`src/rtl/nvr_pkg.sv`:
```
package nvr_pkg;

  typedef enum logic [2:0] {
    ST_IDLE,
    ST_PREP,
    ST_STRB,
    ST_WAIT,
    ST_RSTRB,
    ST_RCAP,
    ST_DONE
  } seq_state_t;

  typedef enum logic [1:0] {
    CK_FLAG0,
    CK_DATA,
    CK_FLAG1
  } cell_kind_t;

  typedef enum logic [1:0] {
    RS_OK     = 2'b00,
    RS_ABORT  = 2'b01,
    RS_REFUSE = 2'b10
  } rec_status_t;

endpackage

```
`src/rtl/nvr_holdoff.sv`:
```
module nvr_holdoff #(
  parameter int HOLD_LIMIT = 16
) (
  input  logic clk,
  input  logic rst_n,
  input  logic hold_req,
  output logic nores
);

  localparam int CW = $clog2(HOLD_LIMIT + 1);
  localparam logic [CW-1:0] LIMIT = CW'(HOLD_LIMIT);

  logic          hold_q;
  logic [CW-1:0] cnt_q;
  logic [CW-1:0] cnt_n;

  always_comb begin
    if (hold_q && hold_req) begin
      cnt_n = (cnt_q == LIMIT) ? cnt_q : cnt_q + CW'(1);
    end else begin
      cnt_n = '0;
    end
  end

  always_ff @(posedge clk or negedge rst_n) begin
    if (!rst_n) begin
      hold_q <= 1'b0;
      cnt_q  <= '0;
    end else begin
      hold_q <= hold_req;
      cnt_q  <= cnt_n;
    end
  end

  assign nores = hold_q && (cnt_q < LIMIT);

endmodule

```
`src/rtl/nvr_addr_gen.sv`:
```
module nvr_addr_gen
  import nvr_pkg::*;
#(
  parameter int AW   = 6,
  parameter int LENW = 3
) (
  input  logic            clk,
  input  logic            rst_n,
  input  logic            accept,
  input  logic [AW-1:0]   req_base,
  input  cell_kind_t      kind,
  input  logic [LENW-1:0] idx,
  input  logic            active,
  output logic [AW-1:0]   mem_addr
);

  localparam logic [AW-1:0] PARK = {AW{1'b1}};

  logic [AW-1:0] base_q;
  logic [AW-1:0] offset;

  always_ff @(posedge clk or negedge rst_n) begin
    if (!rst_n) begin
      base_q <= '0;
    end else if (accept) begin
      base_q <= req_base;
    end
  end

  always_comb begin
    if (kind == CK_DATA) begin
      offset = AW'(idx) + AW'(1);
    end else begin
      offset = '0;
    end
  end

  assign mem_addr = active ? (base_q + offset) : PARK;

endmodule

```
`src/rtl/nvr_seq_ctrl.sv`:
```
module nvr_seq_ctrl
  import nvr_pkg::*;
#(
  parameter int            DW           = 8,
  parameter int            LENW         = 3,
  parameter logic [DW-1:0] VALID_CODE   = 8'hA5,
  parameter logic [DW-1:0] INVALID_CODE = 8'h00
) (
  input  logic            clk,
  input  logic            rst_n,
  input  logic            req_start,
  input  logic            req_rd,
  input  logic [LENW-1:0] req_len,
  input  logic            pfail,
  input  logic            mem_busy,
  input  logic            in_valid,
  input  logic [DW-1:0]   in_data,
  input  logic [DW-1:0]   mem_rdata,
  output logic            accept,
  output seq_state_t      state_o,
  output cell_kind_t      kind_o,
  output logic [LENW-1:0] idx_o,
  output logic            in_ready,
  output logic            mem_we,
  output logic            mem_re,
  output logic [DW-1:0]   mem_wdata,
  output logic            out_valid,
  output logic [DW-1:0]   out_data,
  output logic            done,
  output logic [1:0]      done_status,
  output logic            rd_flag_ok,
  output logic            busy,
  output logic            hold_next
);

  seq_state_t      state_q, state_n;
  cell_kind_t      kind_q, kind_n;
  logic [LENW-1:0] idx_q, idx_n;
  logic [LENW-1:0] len_q, len_n;
  logic            rd_q, rd_n;
  logic [DW-1:0]   wdata_q, wdata_n;
  rec_status_t     status_q, status_n;
  logic            flag_q, flag_n;
  logic            wrote_q, wrote_n;
  logic            ov_q, ov_n;
  logic [DW-1:0]   od_q, od_n;

  cell_kind_t      adv_kind;
  logic [LENW-1:0] adv_idx;
  logic            adv_fin;

  // Which cell follows the current one, and whether the record is finished.
  always_comb begin
    adv_kind = kind_q;
    adv_idx  = idx_q;
    adv_fin  = 1'b0;
    unique case (kind_q)
      CK_FLAG0: begin
        adv_kind = CK_DATA;
        adv_idx  = '0;
      end
      CK_DATA: begin
        if (idx_q == len_q) begin
          if (rd_q) begin
            adv_fin = 1'b1;
          end else begin
            adv_kind = CK_FLAG1;
          end
        end else begin
          adv_idx = idx_q + LENW'(1);
        end
      end
      default: adv_fin = 1'b1;
    endcase
  end

  always_comb begin
    state_n  = state_q;
    kind_n   = kind_q;
    idx_n    = idx_q;
    len_n    = len_q;
    rd_n     = rd_q;
    wdata_n  = wdata_q;
    status_n = status_q;
    flag_n   = flag_q;
    wrote_n  = wrote_q;
    ov_n     = 1'b0;
    od_n     = od_q;
    unique case (state_q)
      ST_IDLE: begin
        if (req_start) begin
          state_n  = ST_PREP;
          kind_n   = CK_FLAG0;
          idx_n    = '0;
          len_n    = req_len;
          rd_n     = req_rd;
          status_n = RS_OK;
          flag_n   = 1'b0;
          wrote_n  = 1'b0;
        end
      end
      ST_PREP: begin
        if (!mem_busy) begin
          if (rd_q) begin
            state_n = ST_RSTRB;
          end else if (pfail) begin
            status_n = wrote_q ? RS_ABORT : RS_REFUSE;
            state_n  = ST_DONE;
          end else if (kind_q != CK_DATA) begin
            wdata_n = (kind_q == CK_FLAG0) ? INVALID_CODE : VALID_CODE;
            state_n = ST_STRB;
          end else if (in_valid) begin
            wdata_n = in_data;
            state_n = ST_STRB;
          end
        end
      end
      ST_STRB: begin
        wrote_n = 1'b1;
        state_n = ST_WAIT;
      end
      ST_WAIT: begin
        if (!mem_busy) begin
          if (adv_fin) begin
            state_n  = ST_DONE;
            status_n = RS_OK;
          end else begin
            state_n = ST_PREP;
            kind_n  = adv_kind;
            idx_n   = adv_idx;
          end
        end
      end
      ST_RSTRB: begin
        state_n = ST_RCAP;
      end
      ST_RCAP: begin
        if (kind_q == CK_FLAG0) begin
          flag_n = (mem_rdata == VALID_CODE);
        end else begin
          ov_n = 1'b1;
          od_n = mem_rdata;
        end
        if (adv_fin) begin
          state_n  = ST_DONE;
          status_n = RS_OK;
        end else begin
          state_n = ST_PREP;
          kind_n  = adv_kind;
          idx_n   = adv_idx;
        end
      end
      ST_DONE: begin
        state_n = ST_IDLE;
      end
      default: state_n = ST_IDLE;
    endcase
  end

  always_ff @(posedge clk or negedge rst_n) begin
    if (!rst_n) begin
      state_q  <= ST_IDLE;
      kind_q   <= CK_FLAG0;
      idx_q    <= '0;
      len_q    <= '0;
      rd_q     <= 1'b0;
      wdata_q  <= '0;
      status_q <= RS_OK;
      flag_q   <= 1'b0;
      wrote_q  <= 1'b0;
      ov_q     <= 1'b0;
      od_q     <= '0;
    end else begin
      state_q  <= state_n;
      kind_q   <= kind_n;
      idx_q    <= idx_n;
      len_q    <= len_n;
      rd_q     <= rd_n;
      wdata_q  <= wdata_n;
      status_q <= status_n;
      flag_q   <= flag_n;
      wrote_q  <= wrote_n;
      ov_q     <= ov_n;
      od_q     <= od_n;
    end
  end

  assign accept      = (state_q == ST_IDLE) && req_start;
  assign state_o     = state_q;
  assign kind_o      = kind_q;
  assign idx_o       = idx_q;
  assign in_ready    = (state_q == ST_PREP) && !rd_q && (kind_q == CK_DATA) &&
                       !mem_busy && !pfail;
  assign mem_we      = (state_q == ST_STRB);
  assign mem_re      = (state_q == ST_RSTRB);
  assign mem_wdata   = wdata_q;
  assign out_valid   = ov_q;
  assign out_data    = od_q;
  assign done        = (state_q == ST_DONE);
  assign done_status = status_q;
  assign rd_flag_ok  = flag_q;
  assign busy        = (state_q != ST_IDLE);
  assign hold_next   = (state_n == ST_STRB) || (state_n == ST_WAIT);

endmodule

```
`src/rtl/nvr_guard_seq.sv`:
```
module nvr_guard_seq
  import nvr_pkg::*;
#(
  parameter int            AW           = 6,
  parameter int            DW           = 8,
  parameter int            MAX_LEN      = 8,
  parameter int            HOLD_LIMIT   = 16,
  parameter logic [DW-1:0] VALID_CODE   = 8'hA5,
  parameter logic [DW-1:0] INVALID_CODE = 8'h00,
  localparam int           LENW         = (MAX_LEN > 1) ? $clog2(MAX_LEN) : 1
) (
  input  logic            clk,
  input  logic            rst_n,
  input  logic            req_start,
  input  logic            req_rd,
  input  logic [AW-1:0]   req_base,
  input  logic [LENW-1:0] req_len,
  output logic            req_busy,
  input  logic            in_valid,
  input  logic [DW-1:0]   in_data,
  output logic            in_ready,
  output logic            out_valid,
  output logic [DW-1:0]   out_data,
  output logic            done,
  output logic [1:0]      done_status,
  output logic            rd_flag_ok,
  input  logic            pfail,
  output logic            nores,
  output logic [AW-1:0]   mem_addr,
  output logic [DW-1:0]   mem_wdata,
  output logic            mem_we,
  output logic            mem_re,
  input  logic [DW-1:0]   mem_rdata,
  input  logic            mem_busy
);

  // Reset: asserted at once, released through two flops.
  logic [1:0] rs_q;
  logic       rst_core_n;

  always_ff @(posedge clk or negedge rst_n) begin
    if (!rst_n) begin
      rs_q <= 2'b00;
    end else begin
      rs_q <= {rs_q[0], 1'b1};
    end
  end
  assign rst_core_n = rs_q[1];

  logic            accept;
  seq_state_t      st;
  cell_kind_t      kind;
  logic [LENW-1:0] idx;
  logic            hold_next;
  logic            active;

  nvr_seq_ctrl #(
    .DW(DW), .LENW(LENW), .VALID_CODE(VALID_CODE), .INVALID_CODE(INVALID_CODE)
  ) u_ctrl (
    .clk(clk), .rst_n(rst_core_n),
    .req_start(req_start), .req_rd(req_rd), .req_len(req_len),
    .pfail(pfail), .mem_busy(mem_busy), .in_valid(in_valid), .in_data(in_data),
    .mem_rdata(mem_rdata), .accept(accept), .state_o(st), .kind_o(kind),
    .idx_o(idx), .in_ready(in_ready), .mem_we(mem_we), .mem_re(mem_re),
    .mem_wdata(mem_wdata), .out_valid(out_valid), .out_data(out_data),
    .done(done), .done_status(done_status), .rd_flag_ok(rd_flag_ok),
    .busy(req_busy), .hold_next(hold_next)
  );

  assign active = (st == ST_STRB) || (st == ST_WAIT) ||
                  (st == ST_RSTRB) || (st == ST_RCAP);

  nvr_addr_gen #(.AW(AW), .LENW(LENW)) u_addr (
    .clk(clk), .rst_n(rst_core_n), .accept(accept), .req_base(req_base),
    .kind(kind), .idx(idx), .active(active), .mem_addr(mem_addr)
  );

  nvr_holdoff #(.HOLD_LIMIT(HOLD_LIMIT)) u_hold (
    .clk(clk), .rst_n(rst_core_n), .hold_req(hold_next), .nores(nores)
  );

endmodule

```
`config.mk`:
```
export PLATFORM = sky130hd
export DESIGN_NAME = nvr_guard_seq
export DESIGN_NICKNAME = d
export VERILOG_FILES = /design/src/rtl/nvr_pkg.sv /design/src/rtl/nvr_holdoff.sv /design/src/rtl/nvr_addr_gen.sv /design/src/rtl/nvr_seq_ctrl.sv /design/src/rtl/nvr_guard_seq.sv
export SDC_FILE = /design/constraint.sdc
export NUM_CORES = 1
export LEC_CHECK = 0
export ABC_AREA = 1
export BUFFER_PORTS_ARGS = -buffer_cell sky130_fd_sc_hd__buf_4
export CORE_ASPECT_RATIO = 1.2
export CORE_MARGIN = 2
export CORE_UTILIZATION = 30
export CTS_CLUSTER_SIZE = 14
export DETAILED_ROUTE_END_ITERATION = 16
export GPL_ROUTABILITY_DRIVEN = 0
export PLACE_DENSITY_LB_ADDON = 0.25
export SYNTH_ARGS = -nofsm -noshare
export SYNTH_HDL_FRONTEND = slang
export SYNTH_SLANG_ARGS = --single-unit
```
`constraint.sdc`:
```
create_clock -name clk -period 5.6 [get_ports clk]
set_input_delay 1.4 -clock clk [delete_from_list [all_inputs] [get_ports clk]]
set_output_delay 1.4 -clock clk [all_outputs]
set_load 0.005 [all_outputs]
```
### Word-level counts from Yosys, hierarchy flattened

Cells that the tools add are included.

| storage, ports and cells | value |
|---|---|
| register bits | 47 |
| input port bits | 32 |
| word-level logic and storage cells | 118 |

| operators by class | value |
|---|---|
| add/sub/neg operators | 4 |
| $lt $le $gt $ge | 1 |
| eq/ne operators | 20 |
| multiplexer cells | 45 |
| bitwise operators | 4 |
| reductions and logical operators | 29 |

Operators with widths:

| operator | count |
|---|---|
| 3-bit 2-to-1 mux | 12 |
| 8-bit 2-to-1 mux | 3 |
| 2-bit 2-to-1 mux | 11 |
| 3-bit one-hot mux with 6 select lines | 1 |
| 3-bit by 2-bit equality test with 1-bit output (second input constant) | 4 |
| 6-bit 2-to-1 mux | 2 |
| 2-bit != test (second input constant) | 6 |
| 5-bit 2-to-1 mux | 2 |
| 3-bit equality test (second input constant) | 3 |
| 3-bit one-hot mux with 3 select lines | 1 |
| 8-bit equality test (second input constant) | 1 |
| 2-bit one-hot mux with 4 select lines | 1 |
| 1-bit logical AND | 7 |
| 6-bit adder | 1 |
| 1-bit 2-to-1 mux | 6 |
| 1-bit one-hot mux with 2 select lines | 3 |
| 2-bit one-hot mux with 3 select lines | 1 |
| 3-bit one-hot mux with 2 select lines | 1 |
| 2-bit AND reduction | 3 |
| 3-bit AND reduction | 2 |
| 6-bit AND reduction | 1 |
| 2-bit nonzero test | 3 |
| 3-bit nonzero test | 2 |
| 5-bit by 1-bit adder with 5-bit output (second input constant) | 1 |
| 16 further kinds | 25 |

### Depth between registers and ports, before layout

| logic depth | value |
|---|---|
| word-level depth | 10 |
| mapped depth | 13 |
| depth with buffers taken out | 13 |

### By module

Synthesis repeated with hierarchy kept, for this count alone.

| unflattened totals | value |
|---|---|
| cells, all modules | 346 |
| area total of the unflattened synthesis | 2642.5 µm² |

By module, submodules not included:

| module | times used | cells an instance | area an instance (µm²) | seq. area each (µm²) |
|---|---|---|---|---|
| nvr_seq_ctrl | 1 | 230 | 1757.9 | 825.8 |
| nvr_addr_gen | 1 | 67 | 494.2 | 150.1 |
| nvr_holdoff | 1 | 41 | 317.8 | 150.1 |
| nvr_guard_seq | 1 | 8 | 72.6 | 50.0 |

### Worst setup path after synthesis

No wires, ideal clock.

| timing | value |
|---|---|
| path type | input to output |
| from | in mem_busy |
| to | out in_ready |
| data arrival time | 1968 ps |
| data required time | 4200 ps |
| path slack | 2232 ps |
| cell stages on the path | 5 |
| path through | nor2_1 -> nand2_1 -> nor2_1 -> inv_1 -> nor2_1 |

| on the way | value |
|---|---|
| longest elaborated chain between the ends | 3 |

Ends and longest elaborated chain:

| item | RTL line | RTL |
|---|---|---|
| start, declared | nvr_guard_seq.sv:34 | `input logic mem_busy` |
| 1-bit logical NOT | -- |  |
| 1-bit logical AND | nvr_seq_ctrl.sv:192 | `assign in_ready = (state_q == ST_PREP) && !rd_q && (kind_q == CK_DATA) &&` |
| 1-bit logical AND | nvr_seq_ctrl.sv:193 | `!mem_busy && !pfail;` |
| end, declared | nvr_guard_seq.sv:21 | `output logic in_ready,` |

No other way between the ends.

### Final worst setup path

| timing | value |
|---|---|
| from | reg u_ctrl.kind_q[1], in the netlist u_ctrl.kind_o[1] |
| to | out mem_addr[5] |

| on the way | value |
|---|---|
| longest elaborated chain between the ends | 4 |

Ends and longest elaborated chain:

| item | RTL line | RTL |
|---|---|---|
| start, declared | nvr_seq_ctrl.sv:37 | `cell_kind_t kind_q, kind_n;` |
| start signal, assigned | nvr_seq_ctrl.sv:175 | `kind_q <= kind_n;` |
| 2-bit by 1-bit equality test with 1-bit output | nvr_addr_gen.sv:31 | `if (kind == CK_DATA) begin` |
| 6-bit 2-to-1 mux | nvr_addr_gen.sv:31 |  |
| 6-bit adder | nvr_addr_gen.sv:38 | `assign mem_addr = active ? (base_q + offset) : PARK;` |
| 6-bit 2-to-1 mux | nvr_addr_gen.sv:38 |  |
| end, declared | nvr_guard_seq.sv:29 | `output logic [AW-1:0] mem_addr,` |

No other way between the ends.

==> summary.txt <==
Outcome
  – Outcome: finished, final reports clean

Power
  – Clock network power share: ~18%
  – Cell Int Power: 891 µW
  – Combinational share of power: 44.1%
  – VDD IR max: about 0.00018 V
  – Total power: 1420 µW
  – LEAKAGE: 0.00159 µW
  – Sw frac: around 37%
  – NetSw: 532 µW
  – Seq pwr share: 38.0%
  – Pwr dens: 453 nW/µm²

CTS
  – CTS tree: built
  – CTS max path bufs: 2
  – Reg clk slew, reported paths: 0.09 ns
  – Post-cts resize count: 0
  – Root Driver: clkbuf_8
  – CTS Buf Count: 5
  – Post-CTS Hold Buffers: 0
  – Number of setup buffers added after CTS: 0
  – # clock sinks: 47
  – Clk_lat worst skew: 0.30 ns
  – # H-tree levels: 2

STA
  – Final TNS setup: 0 ns
  – Setup-failing EPs final: 0
  – Crit path time final: 4.06 ns
  – Slew HR: 33.2%
  – Crit share post-route: 72.5%
  – Post-route setup slack: 1.54 ns
  – Worst Max-Slew Pin Slew: 1.00 ns
  – RSZ-0062 raised after global routing: no
  – Final setup skew: approximately 0.0063 ns
  – Fin Hold WS: 0.368 ns
  – Max-slew violation count: 0
  – Fmax: ~250 MHz
  – Final Hold Vio Count: 0

GRT
  – Initial antenna violation count: 0
  – Vias in the first global route: 2007
  – Global route overflow: 0
  – All-Layer GR Usage: 13.3%
  – First-pass GRT wire length: 9.43 mm
  – Pin count of the biggest net entering global routing: 46

Drt
  – Vias: 2022
  – Post-route ant nets: 0
  – Remaining DRCs: 0
  – DR pass1 iterations: 4
  – Routed WL per cell: 12.7 µm
  – Vias per inst: 4.63
  – Iter 0 DRT Violations: around 120
  – Total Routed Length: 5.56 mm

Logic synthesis
  – Post-synth EDFFs: 0
  – Ys Warns: 0
  – Share of async-settable or async-resettable flops after synthesis: 100%
  – Mapped Cells: 274
  – Main synth FF type: dfrtp_1
  – Seq cells post-synth: 47
  – Largest cells by area after synthesis: dfrtp_1 (48%), nand2_1 (7.2%), mux2_2 (6.4%)
  – Post-Syn Nets: 316
  – Yosys cell types: 35
  – Cell area after synthesis: ~2500 µm²
  – Cell taking the most area after synthesis: dfrtp_1
  – Avg Inst Size Synth: 8.96 µm²
  – Sequential area share after synthesis: 47.9%
  – Share of the synthesized area in the top cell type: 47.9%

Layout
  – Antenna Cells: 0
  – Area Growth Syn to Fin: 28.0%
  – Commonest non-fill, non-tap cell in the layout: buf_4
  – Final instance area: 3140 µm²
  – Share of cells above drive strength 1: between 30% and 40%
  – Commonest cells after routing, fill and taps aside: buf_4 (63), nand2_1 (47), dfrtp_1 (46)
  – Nets: 383

Die
  – IO Pins: 64
  – Die ar.: around 8900 µm²
  – Chip width: 86.6 µm
  – Initial core utilization: 30.6%
  – Die Height: 103 µm
  – FP Rows: 36
  – Core outline area: 8020 µm²

Worst hold path
  – Hold WC Path Type: register to register

Placed design
  – Pre-CTS WS: 1.79 ns
  – Post-DP HPWL: 4.26 mm
  – Post-place instance area: 3030 µm²
  – # port buffers: 63

Worst setup path
  – CP required: 4.20 ns
  – Type of origin of the critical path: register
  – Endpoint type of the worst setup path: output pin
  – WS Path Type: register to output pin
  – CP arrival: 2.66 ns
  – Crit Path Max Fanout: 7

Run
  – Max Cap Violations: 0
[state kept, by name (all words and copies together), names as in the netlist]
signal / flops
rs_q: 2
u_addr.base_q: 6
u_ctrl.done_status: 2
u_ctrl.idx_o: 3
u_ctrl.kind_o: 2
u_ctrl.len_q: 3
u_ctrl.mem_wdata: 8
u_ctrl.out_data: 8
u_ctrl.out_valid: 1
u_ctrl.rd_flag_ok: 1
u_ctrl.rd_q: 1
u_ctrl.state_o: 3
u_ctrl.wrote_q: 1
u_hold.cnt_q: 5
u_hold.hold_q: 1
[area by class of cell]
| cell class | count | area (µm²) |
|---|---|---|
| Clock buffer | 5 | 68.8 |
| Clock inverter | 3 | 47.5 |
| Fill cell | 835 | 4870 |
| Inverter | 36 | 135 |
| Multi-Input combinational cell | 188 | 1120 |
| Sequential cell | 47 | 1180 |
| Tap cell | 95 | 119 |
| Timing Repair Buffer | 63 | 473 |
[power groups by stage]
stage / Clock (µW) / Combinational [µW] / Sequential (µW)
after floorplan: 0 / 390 / 532
after global placement: 0 / 630 / 546
after detailed placement: 0 / 635 / 550
after CTS: 268 / 637 / 544
after global routing: 283 / 718 / 559
final: 256 / 627 / 541
[cells by family (layout without fill, tap and decap cells)]
kind of cell    after synthesis  count (layout)  synth area share [%]
simple gates                115             115                  21.3
flops                        47              47                  47.9
compound gates               43              43                  10.7
buf+inv                      39             107                  6.37
mux                          14              14                  6.42
fa+ha+maj                    10              10                  5.40
xor+xnor                      5               5                  1.78
other cells                   1               1                 0.153
[per-stage QoR]
stage | util (%) | cells
global route | 39.2 | 437
floorplan | - | 274
global placement | 37.7 | 429
detailed placement | 37.7 | 429
CTS | 39.2 | 437
finish | 39.2 | 437
[final timing paths]
check | from | to | slack, ns | depth (start not counted)
min reg2reg | rs_q[0] | rs_q[1] | 0.37 | 0
max in group asynchronous | rs_q[1] | u_ctrl.kind_o[0] | 4.53 | 0
min in group asynchronous | rs_q[1] | u_addr.base_q[0] | 0.45 | 0
max reg2reg | u_ctrl.state_o[1] | u_ctrl.len_q[1] | 3.72 | 3
min | rs_q[0] | rs_q[1] | 0.37 | 0
max | u_ctrl.kind_o[1] | mem_addr[5] | 1.54 | 14
[worst max-delay path, stage by stage, from the launching register on]
cell,delay (ns)
dfrtp_1,0.46
inv_2,0.14
nand2_4,0.09
inv_2,0.09
o21ai_0,0.08
a21oi_1,0.19
ha_1,0.31
a21oi_1,0.14
inv_1,0.05
a31oi_1,0.20
nor2_1,0.08
o21ai_0,0.20
or2_2,0.14
nand3_1,0.06
buf_4,0.14
[synth_stat cells (3+ instances only)]
library cell  number
inv_2              4
nor2_1            30
o21ai_0           11
a21oi_1           18
nor2_2             3
ha_1               9
nand2_1           47
nand3_1           19
inv_1             32
mux2_2            14
xor2_1             4
dfrtp_1           47
o21ai_1            3
a32o_1             4
or2_2              3
nor3_1             4
[metal layers]
metal	track usage, %	part of all wire (%)	vias up
met5	0	0	-
met4	3.61	1.2	0
met3	4.16	6.3	5
met2	21.6	47	53
met1	17.2	46	928
li1	-	-	1036
(Power assumes the default switching activity.)
